$ cat config.mk
export PLATFORM = sky130hd
export DESIGN_NAME = utopia_tx_port
export DESIGN_NICKNAME = d
export VERILOG_FILES = /design/src/rtl/utopia_tx_pkg.sv /design/src/rtl/utopia_tx_store.sv /design/src/rtl/utopia_tx_ctrl.sv /design/src/rtl/utopia_tx_port.sv
export SDC_FILE = /design/constraint.sdc
export NUM_CORES = 2
export LEC_CHECK = 0
export ABC_AREA = 1
export CAP_MARGIN = 25
export CORE_UTILIZATION = 42
export CTS_CLUSTER_DIAMETER = 60
export CTS_CLUSTER_SIZE = 25
export DETAILED_ROUTE_END_ITERATION = 16
export HOLD_SLACK_MARGIN = 0.12
export PLACE_DENSITY_LB_ADDON = 0.08
export SYNTH_ARGS = -nofsm -noshare
export SYNTH_HDL_FRONTEND = slang
export SYNTH_SLANG_ARGS = --single-unit
$ cat constraint.sdc
create_clock -name clk -period 9.9 [get_ports clk]
set_clock_uncertainty 0.15 [all_clocks]
set_input_delay 1.98 -clock clk [delete_from_list [all_inputs] [get_ports clk]]
set_output_delay 1.98 -clock clk [all_outputs]
set_load 0.01 [all_outputs]
$ cat src/rtl/utopia_tx_pkg.sv
package utopia_tx_pkg;

  // Write-side strobes from the control to the cell store
  typedef struct packed {
    logic push;     // store the current beat
    logic discard;  // roll back the partial cell
    logic commit;   // make the partial cell readable
  } wrStrobe_t;

  // 8-bit bus: 53 beats; 16-bit bus: 27 words (one pad byte after header)
  function automatic int cellBeatsFor(int width);
    return (width == 16) ? 27 : 53;
  endfunction

endpackage

$ cat src/rtl/utopia_tx_store.sv
module utopia_tx_store
  import utopia_tx_pkg::*;
#(
  parameter int DATA_W = 8,
  parameter int DEPTH  = 212,
  parameter int CW     = 8
) (
  input  logic              clk,
  input  logic              rstN,
  input  wrStrobe_t         strb,
  input  logic [DATA_W-1:0] wrData,
  input  logic              wrSoc,
  input  logic              rdEn,
  output logic [DATA_W-1:0] rdData,
  output logic              rdSoc,
  output logic              rdValid,
  output logic [CW-1:0]     commitCnt,
  output logic [CW-1:0]     pendCnt
);
  localparam int IW = $clog2(DEPTH);

  logic [DATA_W:0] mem [DEPTH];
  logic [IW-1:0]   wrIdx, commitIdx, rdIdx, baseIdx, nextWr;
  logic [CW-1:0]   nextPend;
  logic            pop;

  function automatic logic [IW-1:0] bump(input logic [IW-1:0] idx);
    return (idx == IW'(DEPTH - 1)) ? '0 : idx + 1'b1;
  endfunction

  always_comb begin
    pop      = rdEn && (commitCnt != '0);
    baseIdx  = strb.discard ? commitIdx : wrIdx;
    nextWr   = strb.push ? bump(baseIdx) : baseIdx;
    nextPend = (strb.discard ? '0 : pendCnt) + CW'(strb.push);
  end

  always_ff @(posedge clk) begin
    if (strb.push) mem[baseIdx] <= {wrSoc, wrData};
  end

  always_ff @(posedge clk or negedge rstN) begin
    if (!rstN) begin
      wrIdx     <= '0;
      commitIdx <= '0;
      rdIdx     <= '0;
      commitCnt <= '0;
      pendCnt   <= '0;
    end else begin
      wrIdx <= nextWr;
      if (pop) rdIdx <= bump(rdIdx);
      if (strb.commit) begin
        commitIdx <= nextWr;
        commitCnt <= commitCnt + nextPend - CW'(pop);
        pendCnt   <= '0;
      end else begin
        commitCnt <= commitCnt - CW'(pop);
        pendCnt   <= nextPend;
      end
    end
  end

  assign rdValid = (commitCnt != '0);
  assign rdData  = mem[rdIdx][DATA_W-1:0];
  assign rdSoc   = rdValid & mem[rdIdx][DATA_W];

endmodule

$ cat src/rtl/utopia_tx_ctrl.sv
module utopia_tx_ctrl
  import utopia_tx_pkg::*;
#(
  parameter int DATA_W     = 8,
  parameter int CELL_BEATS = 53,
  parameter int DEPTH      = 212,
  parameter int CW         = 8,
  parameter int CNT_W      = 16,
  parameter int OCT_MARGIN = 4
) (
  input  logic              clk,
  input  logic              rstN,
  input  logic [DATA_W-1:0] txData,
  input  logic              txEnbN,
  input  logic              txSoc,
  input  logic              txPrty,
  input  logic              modeCell,
  input  logic [CW-1:0]     commitCnt,
  input  logic [CW-1:0]     pendCnt,
  output wrStrobe_t         strb,
  output logic              txClav,
  output logic              parityErr,
  output logic [CNT_W-1:0]  parityErrCount,
  output logic [CNT_W-1:0]  runtCount,
  output logic              overflow
);
  localparam int BW = $clog2(CELL_BEATS + 1);

  logic          inCell;
  logic [BW-1:0] beatCnt;
  logic          accept, startCell, contCell, full, overHit, badPar;
  logic [CW:0]   usedNow, spaceUsed, freeBeats, remain;

  always_comb begin
    accept    = !txEnbN;
    startCell = accept && txSoc;
    contCell  = accept && !txSoc && inCell;
    usedNow   = (CW+1)'(commitCnt) + (CW+1)'(pendCnt);
    spaceUsed = startCell ? (CW+1)'(commitCnt) : usedNow;
    full      = (spaceUsed == (CW+1)'(DEPTH));
    overHit   = (startCell || contCell) && full;
    badPar    = accept && !(^{txData, txPrty});
    strb.discard = startCell || overHit;
    strb.push    = (startCell || contCell) && !full;
    strb.commit  = contCell && !full && (beatCnt == BW'(CELL_BEATS - 1));
    freeBeats = (CW+1)'(DEPTH) - usedNow;
    remain    = inCell ? (CW+1)'(CELL_BEATS) - (CW+1)'(beatCnt) : '0;
    if (modeCell) txClav = (freeBeats >= remain + (CW+1)'(CELL_BEATS));
    else          txClav = (freeBeats > (CW+1)'(OCT_MARGIN));
  end

  always_ff @(posedge clk or negedge rstN) begin
    if (!rstN) begin
      inCell         <= 1'b0;
      beatCnt        <= '0;
      parityErr      <= 1'b0;
      parityErrCount <= '0;
      runtCount      <= '0;
      overflow       <= 1'b0;
    end else begin
      if (badPar) begin
        parityErr      <= 1'b1;
        parityErrCount <= parityErrCount + 1'b1;
      end
      if (startCell && inCell) runtCount <= runtCount + 1'b1;
      if (overHit) begin
        overflow <= 1'b1;
        inCell   <= 1'b0;
        beatCnt  <= '0;
      end else if (startCell) begin
        inCell  <= 1'b1;
        beatCnt <= BW'(1);
      end else if (strb.commit) begin
        inCell  <= 1'b0;
        beatCnt <= '0;
      end else if (contCell) begin
        beatCnt <= beatCnt + 1'b1;
      end
    end
  end

endmodule

$ cat src/rtl/utopia_tx_port.sv
module utopia_tx_port
  import utopia_tx_pkg::*;
#(
  parameter int DATA_W     = 8,
  parameter int CELLS      = 4,
  parameter int CNT_W      = 16,
  parameter int OCT_MARGIN = 4
) (
  input  logic              clk,
  input  logic              rstN,
  input  logic [DATA_W-1:0] txData,
  input  logic              txEnbN,
  input  logic              txSoc,
  input  logic              txPrty,
  input  logic              modeCell,
  output logic              txClav,
  input  logic              rdEn,
  output logic [DATA_W-1:0] rdData,
  output logic              rdSoc,
  output logic              rdValid,
  output logic              parityErr,
  output logic [CNT_W-1:0]  parityErrCount,
  output logic [CNT_W-1:0]  runtCount,
  output logic              overflow
);
  localparam int CELL_BEATS = cellBeatsFor(DATA_W);
  localparam int DEPTH      = CELLS * CELL_BEATS;
  localparam int CW         = $clog2(DEPTH + 1);

  wrStrobe_t     strb;
  logic [CW-1:0] commitCnt, pendCnt;

  utopia_tx_ctrl #(
    .DATA_W(DATA_W), .CELL_BEATS(CELL_BEATS), .DEPTH(DEPTH),
    .CW(CW), .CNT_W(CNT_W), .OCT_MARGIN(OCT_MARGIN)
  ) u_ctrl (
    .clk(clk), .rstN(rstN), .txData(txData), .txEnbN(txEnbN),
    .txSoc(txSoc), .txPrty(txPrty), .modeCell(modeCell),
    .commitCnt(commitCnt), .pendCnt(pendCnt), .strb(strb),
    .txClav(txClav), .parityErr(parityErr),
    .parityErrCount(parityErrCount), .runtCount(runtCount),
    .overflow(overflow)
  );

  utopia_tx_store #(.DATA_W(DATA_W), .DEPTH(DEPTH), .CW(CW)) u_store (
    .clk(clk), .rstN(rstN), .strb(strb), .wrData(txData), .wrSoc(txSoc),
    .rdEn(rdEn), .rdData(rdData), .rdSoc(rdSoc), .rdValid(rdValid),
    .commitCnt(commitCnt), .pendCnt(pendCnt)
  );

endmodule

# After elaboration in Yosys (flattened, before gate mapping)
# Memories as Yosys holds them, arrays and structs flattened.
# Index checks and enable logic that the tools add are counted.
# classes
muxes	19
addsub	13
order_cmp	2
eq_ne	4
n_div	0
shifts	0
n_reduce_logical	20
mul	0
bitwise_logic	1
# ops
operator	n
$mux 8	7
$add 16x1->16 const B	2
$mux 6	4
$mux 9	2
$add 8x1->8 const B	2
$eq 8x8->1 const B	2
$sub 8x1->8	2
$logic_and 1x1->1	10
$add 8x8->9	1
$add 9x6->9 const B	1
$eq 9x8->1 const B	1
$ge 9x9->1	1
$gt 9x3->1 const B	1
$reduce_xor 9->1	1
$sub 8x9->9 const A	1
$add 8x1->8	1
$add 8x8->8	1
$reduce_bool 8->1	1
$sub 6x6->7 const A	1
$add 6x1->6 const B	1
$eq 6x6->1 const B	1
$mux 1	6
$logic_not 1->1	4
$reduce_bool 4->1	1
3 further kinds	4
# totals
ramBits	1908
inputBits	15
reg_bits	81
romBits	0
mem_count	1
latchBits	0
output_inout_bits	45
# memory_table
memory	words	width	read_ports	rd_clocked_by_memory_dff	wr	line	rtl
u_store.mem	212	9	1	0	1	utopia_tx_store.sv:22	logic [DATA_W:0] mem [DEPTH];

# Depth between registers and ports, before layout
# logic_depth
depth_word	11
depth_mapped	36
mapped_depth_nobuf	35

# Cells and area by module
# A second synthesis with hierarchy kept.
# hier_totals
cells_unflattened	7551
hier_area_um2	84177.0
# by_module_without_submodules
mod	area_each_um2	cells_per_inst	n_inst	seq_area_each_um2
utopia_tx_store	81020.2	7122	1	58295.9
utopia_tx_ctrl	3156.8	429	1	1026.0

# Worst setup path before layout
# Ideal clock, no wire load.
# synth_timing
kind	input to register
from	input port txSoc
to	register u_store.commitCnt[7]
setup_ns	0.118
path_buffers	1
arrival_ns	5.494
stages	29
required_time_ns	9.632
slack_ns	4.138
path_cell_list	inv_1 -> nor2_1 -> inv_1 -> buf_2 -> nor3_1 -> nand3_1 -> nand2_2 -> nand2_1 -> nand2_2 -> clkinv_1 -> ha_1 -> ha_1 -> xnor2_1 -> ha_1 -> inv_1 -> ha_1 -> a21oi_1 -> nand2_1 -> a21oi_1 -> inv_1 -> a21oi_1 -> nor2_1 -> nor2_1 -> o21bai_1 -> xor2_1 -> inv_1 -> nand3_1 -> nand3_1 -> nand2_1
# synth_via
elab_chain_len	11
elab_cells_between_ends	18
# synth_lines
element	line	rtl
from (decl)	utopia_tx_port.sv:13	input logic txSoc,
branches (longest 10 deep; another with $add 8x1->8)	-	
$mux 8 *	utopia_tx_store.sv:52	if (strb.commit) begin
to (signal assigned)	utopia_tx_store.sv:54	commitCnt <= commitCnt + nextPend - CW'(pop);
to (signal assigned)	utopia_tx_store.sv:57	commitCnt <= commitCnt - CW'(pop);
to (decl)	utopia_tx_store.sv:17	output logic [CW-1:0] commitCnt,
# Mark *: on every way between the ends.
# A chain may end at the register's enable or synchronous reset.

# Final worst setup path
# layout_timing
from	register u_store.rdIdx[0]
to	output port rdData[4]
# layout_via
elab_chain_len	1
# layout_lines
element	line	rtl
from (decl)	utopia_tx_store.sv:23	logic [IW-1:0] wrIdx, commitIdx, rdIdx, baseIdx, nextWr;
from (signal assigned)	utopia_tx_store.sv:51	if (pop) rdIdx <= bump(rdIdx);
$mem_v2 212x9	-	
to (decl)	utopia_tx_port.sv:18	output logic [DATA_W-1:0] rdData,
# Every way passes these cells.

==> reports/metrics.yaml <==
clkSinkCount: 1989
drive_gt1_share_pct: 7.62
dr_total_vias: 51287
worstPathMaxFanout: 137
fmax_mhz: 127
hold_class: "register to register"
grt_overflow: 0
core_area_sq_mm: 0.190
clk_latency_ns: 0.81
drt-initial-drc-count: 5507
place_congestion: 0.825
syn_to_final_growth_pct: 10.7
drc_errors: 0
dieArea_sq_mm: 0.194
yosys.area.top_type: "edfxtp_1"
synthCells: 6315
yosys-top-cells-area: "edfxtp_1 71%, o21ai_0 6.4%, nor2_1 6.0%"
finalMaxSlewViolations: 0
grt_use_met1_pct: 36.2
cap_violations: 0
start_util_pct: 42.3
synth_most_common_cell: "edfxtp_1"
syn-cell-area_sq_mm: 0.0806
grt_start_max_net_pins: 164
ant_nets: 0
hpwl_microns: 139000
htree_levels: 4
tritoncts: "yes"
synth_top_area_share_pct: 71.1
maxSlewHeadroom_pct: 29.7
grt_pass1_wl_microns: 352000
grt.busiest_layer: "met2"
antenna_found_initial: 16
met3_usage_pct: 3.45
ys_seq_area_share_pct: 73.6
period_minus_slack_ns: 7.90
wire_per_inst_microns: 27.5
synth_edf_count: 1908
async_flop_share_pct: 4.07
ir_worst_vdd_uv: 207
layout.nets: 6305
met2_usage_pct: 39.3
crit_type: "register to output port"
yosys_warnings: 0
die_w_microns: 440
status: "finished clean"
ctsResizeCount: 0
grt_usage_pct: 25.0
cts_hold_buffers: 0
crit_arrival_ns: 5.77
post-cts-setup-buffers: 0
setup_viol: 0
numPlacedInstances: 8572
io_buffer_count: 59
synthFlopType: "edfxtp_1"
grt_setup_unrepaired: "no"
final_cells: 8880
cp_data_required_time_ns: 7.77
worst_setup_path_start_kind: "register"
synth_cell_types: 62
period_share_pct: 79.8
cp-end-kind: "output port"
rows: 160
synth-seq-cells: 1989
finalSetupTns_ns: 0
synth_common_cells: "1,908 x edfxtp_1, 1,285 x nor2_1, 1,030 x o21ai_0, 370 x clkbuf_1, 370 x nand2_1"
pin_count: 60
tightest_slew_ns: 1.05
cts_root_buf: "clkbuf_16"
die_h_microns: 440
clockBufferDepth: 3
wl_microns: 244000
first_global_vias: 48450
cts_buffers: 153
p_per_area_mw_per_mm2: 261
path_clk_slew_ns: 0.08
avgSynthCellArea_sq_um: 12.8
fin_util_pct: 46.9
drt-pass1-iter-count: 5
finalHoldViolations: 0
via_per_inst: 5.78
p_leak_uw: 0.0286
logic make-up (layout without fill, tap and decap cells):
group                      count (synthesis)  count (layout)  share of synthesized area [%]
muxes                                      1               1                         0.0124
AOI/OAI and AO/OA                       1727            1727                           12.4
and+or+nand+nor                         1918            1918                           9.64
buffers and inverters                    556             607                           2.74
DFF                                     1989            1989                           73.6
adders and majority gates                 50              50                          0.795
xor gates and xnor gates                  73              73                          0.803
other                                      1               4                        0.00466
metal layers:
metal | routed length [microns] | vias up
met1 | 109000 | 26137
met2 | 114000 | 1624
li1 | - | 23232
met5 | 11 | -
met3 | 14500 | 292
met4 | 6550 | 2
cell type report:
class                      count  area, sq um
sequential                  1989        59300
multi-input combinational   3771        19000
fill                       17025       101000
antenna                        2         5.00
inverter                     121          484
clock inverter               114         1220
tap                         2511         3140
clock buffer                 168         4000
timing repair buffer         204         1980
through the flow:
stage	setup WS [ns]	cell area, sq um	total power, uW	hold WS (ns)
2_1_floorplan	4.14	80600	13700	0.299
3_3_place_gp	2.68	83600	16900	0.313
3_5_place_dp	2.82	83800	16900	0.311
4_1_cts	1.97	89000	23400	0.328
5_1_grt	1.83	89200	24300	0.348
6_report	2.00	89200	23300	0.323
cell usage in the layout, fill, tap and decap left out, types with 6 or more instances in the layout:
cell             Yosys  routed
edfxtp_1          1908    1908
nor2_1            1285    1284
o21ai_0           1030    1030
nand2_1            370     369
o22ai_1            322     322
nand3_1            169     169
clkbuf_16            0     158
o221ai_1           137     137
buf_4                0     118
inv_1              109     106
a21oi_1             84      84
dfrtp_1             81      77
o211ai_1            68      68
xor2_1              49      49
clkdlybuf4s50_1      0      49
ha_1                48      48
a31oi_1             32      32
nand4_1             25      25
xnor2_1             23      23
inv_6                0      23
a22o_1              22      22
clkinvlp_4           0      19
nand2_2             17      18
inv_8                0      18
buf_12               0      17
clkinv_1             2      13
clkinv_4             0      13
nor3_1              11      11
clkinv_2             0      11
clkbuf_8             0      11
bufinv_16            0      10
nor2_2               9       9
clkbuf_1           370       9
clkinv_8             0       8
buf_6                7       7
inv_4                3       6
nand2_4              6       6
worst max-delay path, stage by stage (launching register included):
cell             delay, ns
dfrtp_4               0.73
inv_8                 0.67
buf_4                 0.69
o21ai_0               0.16
o22ai_1               0.15
nand2_1               0.13
a31oi_1               0.58
o211ai_1              0.46
a22oi_1               0.55
clkdlybuf4s50_1       0.64
power by group:
group	internal [uW]	switching (uW)
combinational	2020	5190
clock	3310	3260
sequential	9330	204
registers in the layout, indices dropped and copies added, names as in the netlist:
| signal | cells |
|---|---|
| u_ctrl.inCell | 1 |
| u_store.rdIdx | 8 |
| u_ctrl.runtCount | 16 |
| u_ctrl.parityErrCount | 16 |
| u_store.mem | 1908 |
| u_ctrl.overflow | 1 |
| u_store.commitCnt | 8 |
| u_ctrl.parityErr | 1 |
| u_store.commitIdx | 8 |
| u_store.wrIdx | 8 |
| u_store.pendCnt | 8 |
| u_ctrl.beatCnt | 6 |
path summary, 6_finish.rpt:
kind	from	to	slack, ns	depth (start not counted)
max	u_store.rdIdx[0]	rdData[4]	2.00	9
min	u_ctrl.runtCount[15]	u_ctrl.runtCount[15]	0.32	1
max reg2reg	u_store.commitCnt[0]	u_store.commitCnt[7]	4.53	33
min reg2reg	u_ctrl.runtCount[15]	u_ctrl.runtCount[15]	0.32	1
max in group asynchronous	rstN	u_store.rdIdx[2]	7.40	2
min in group asynchronous	rstN	u_store.pendCnt[5]	0.88	1
Note: power is estimated with default switching activity, not from simulation.
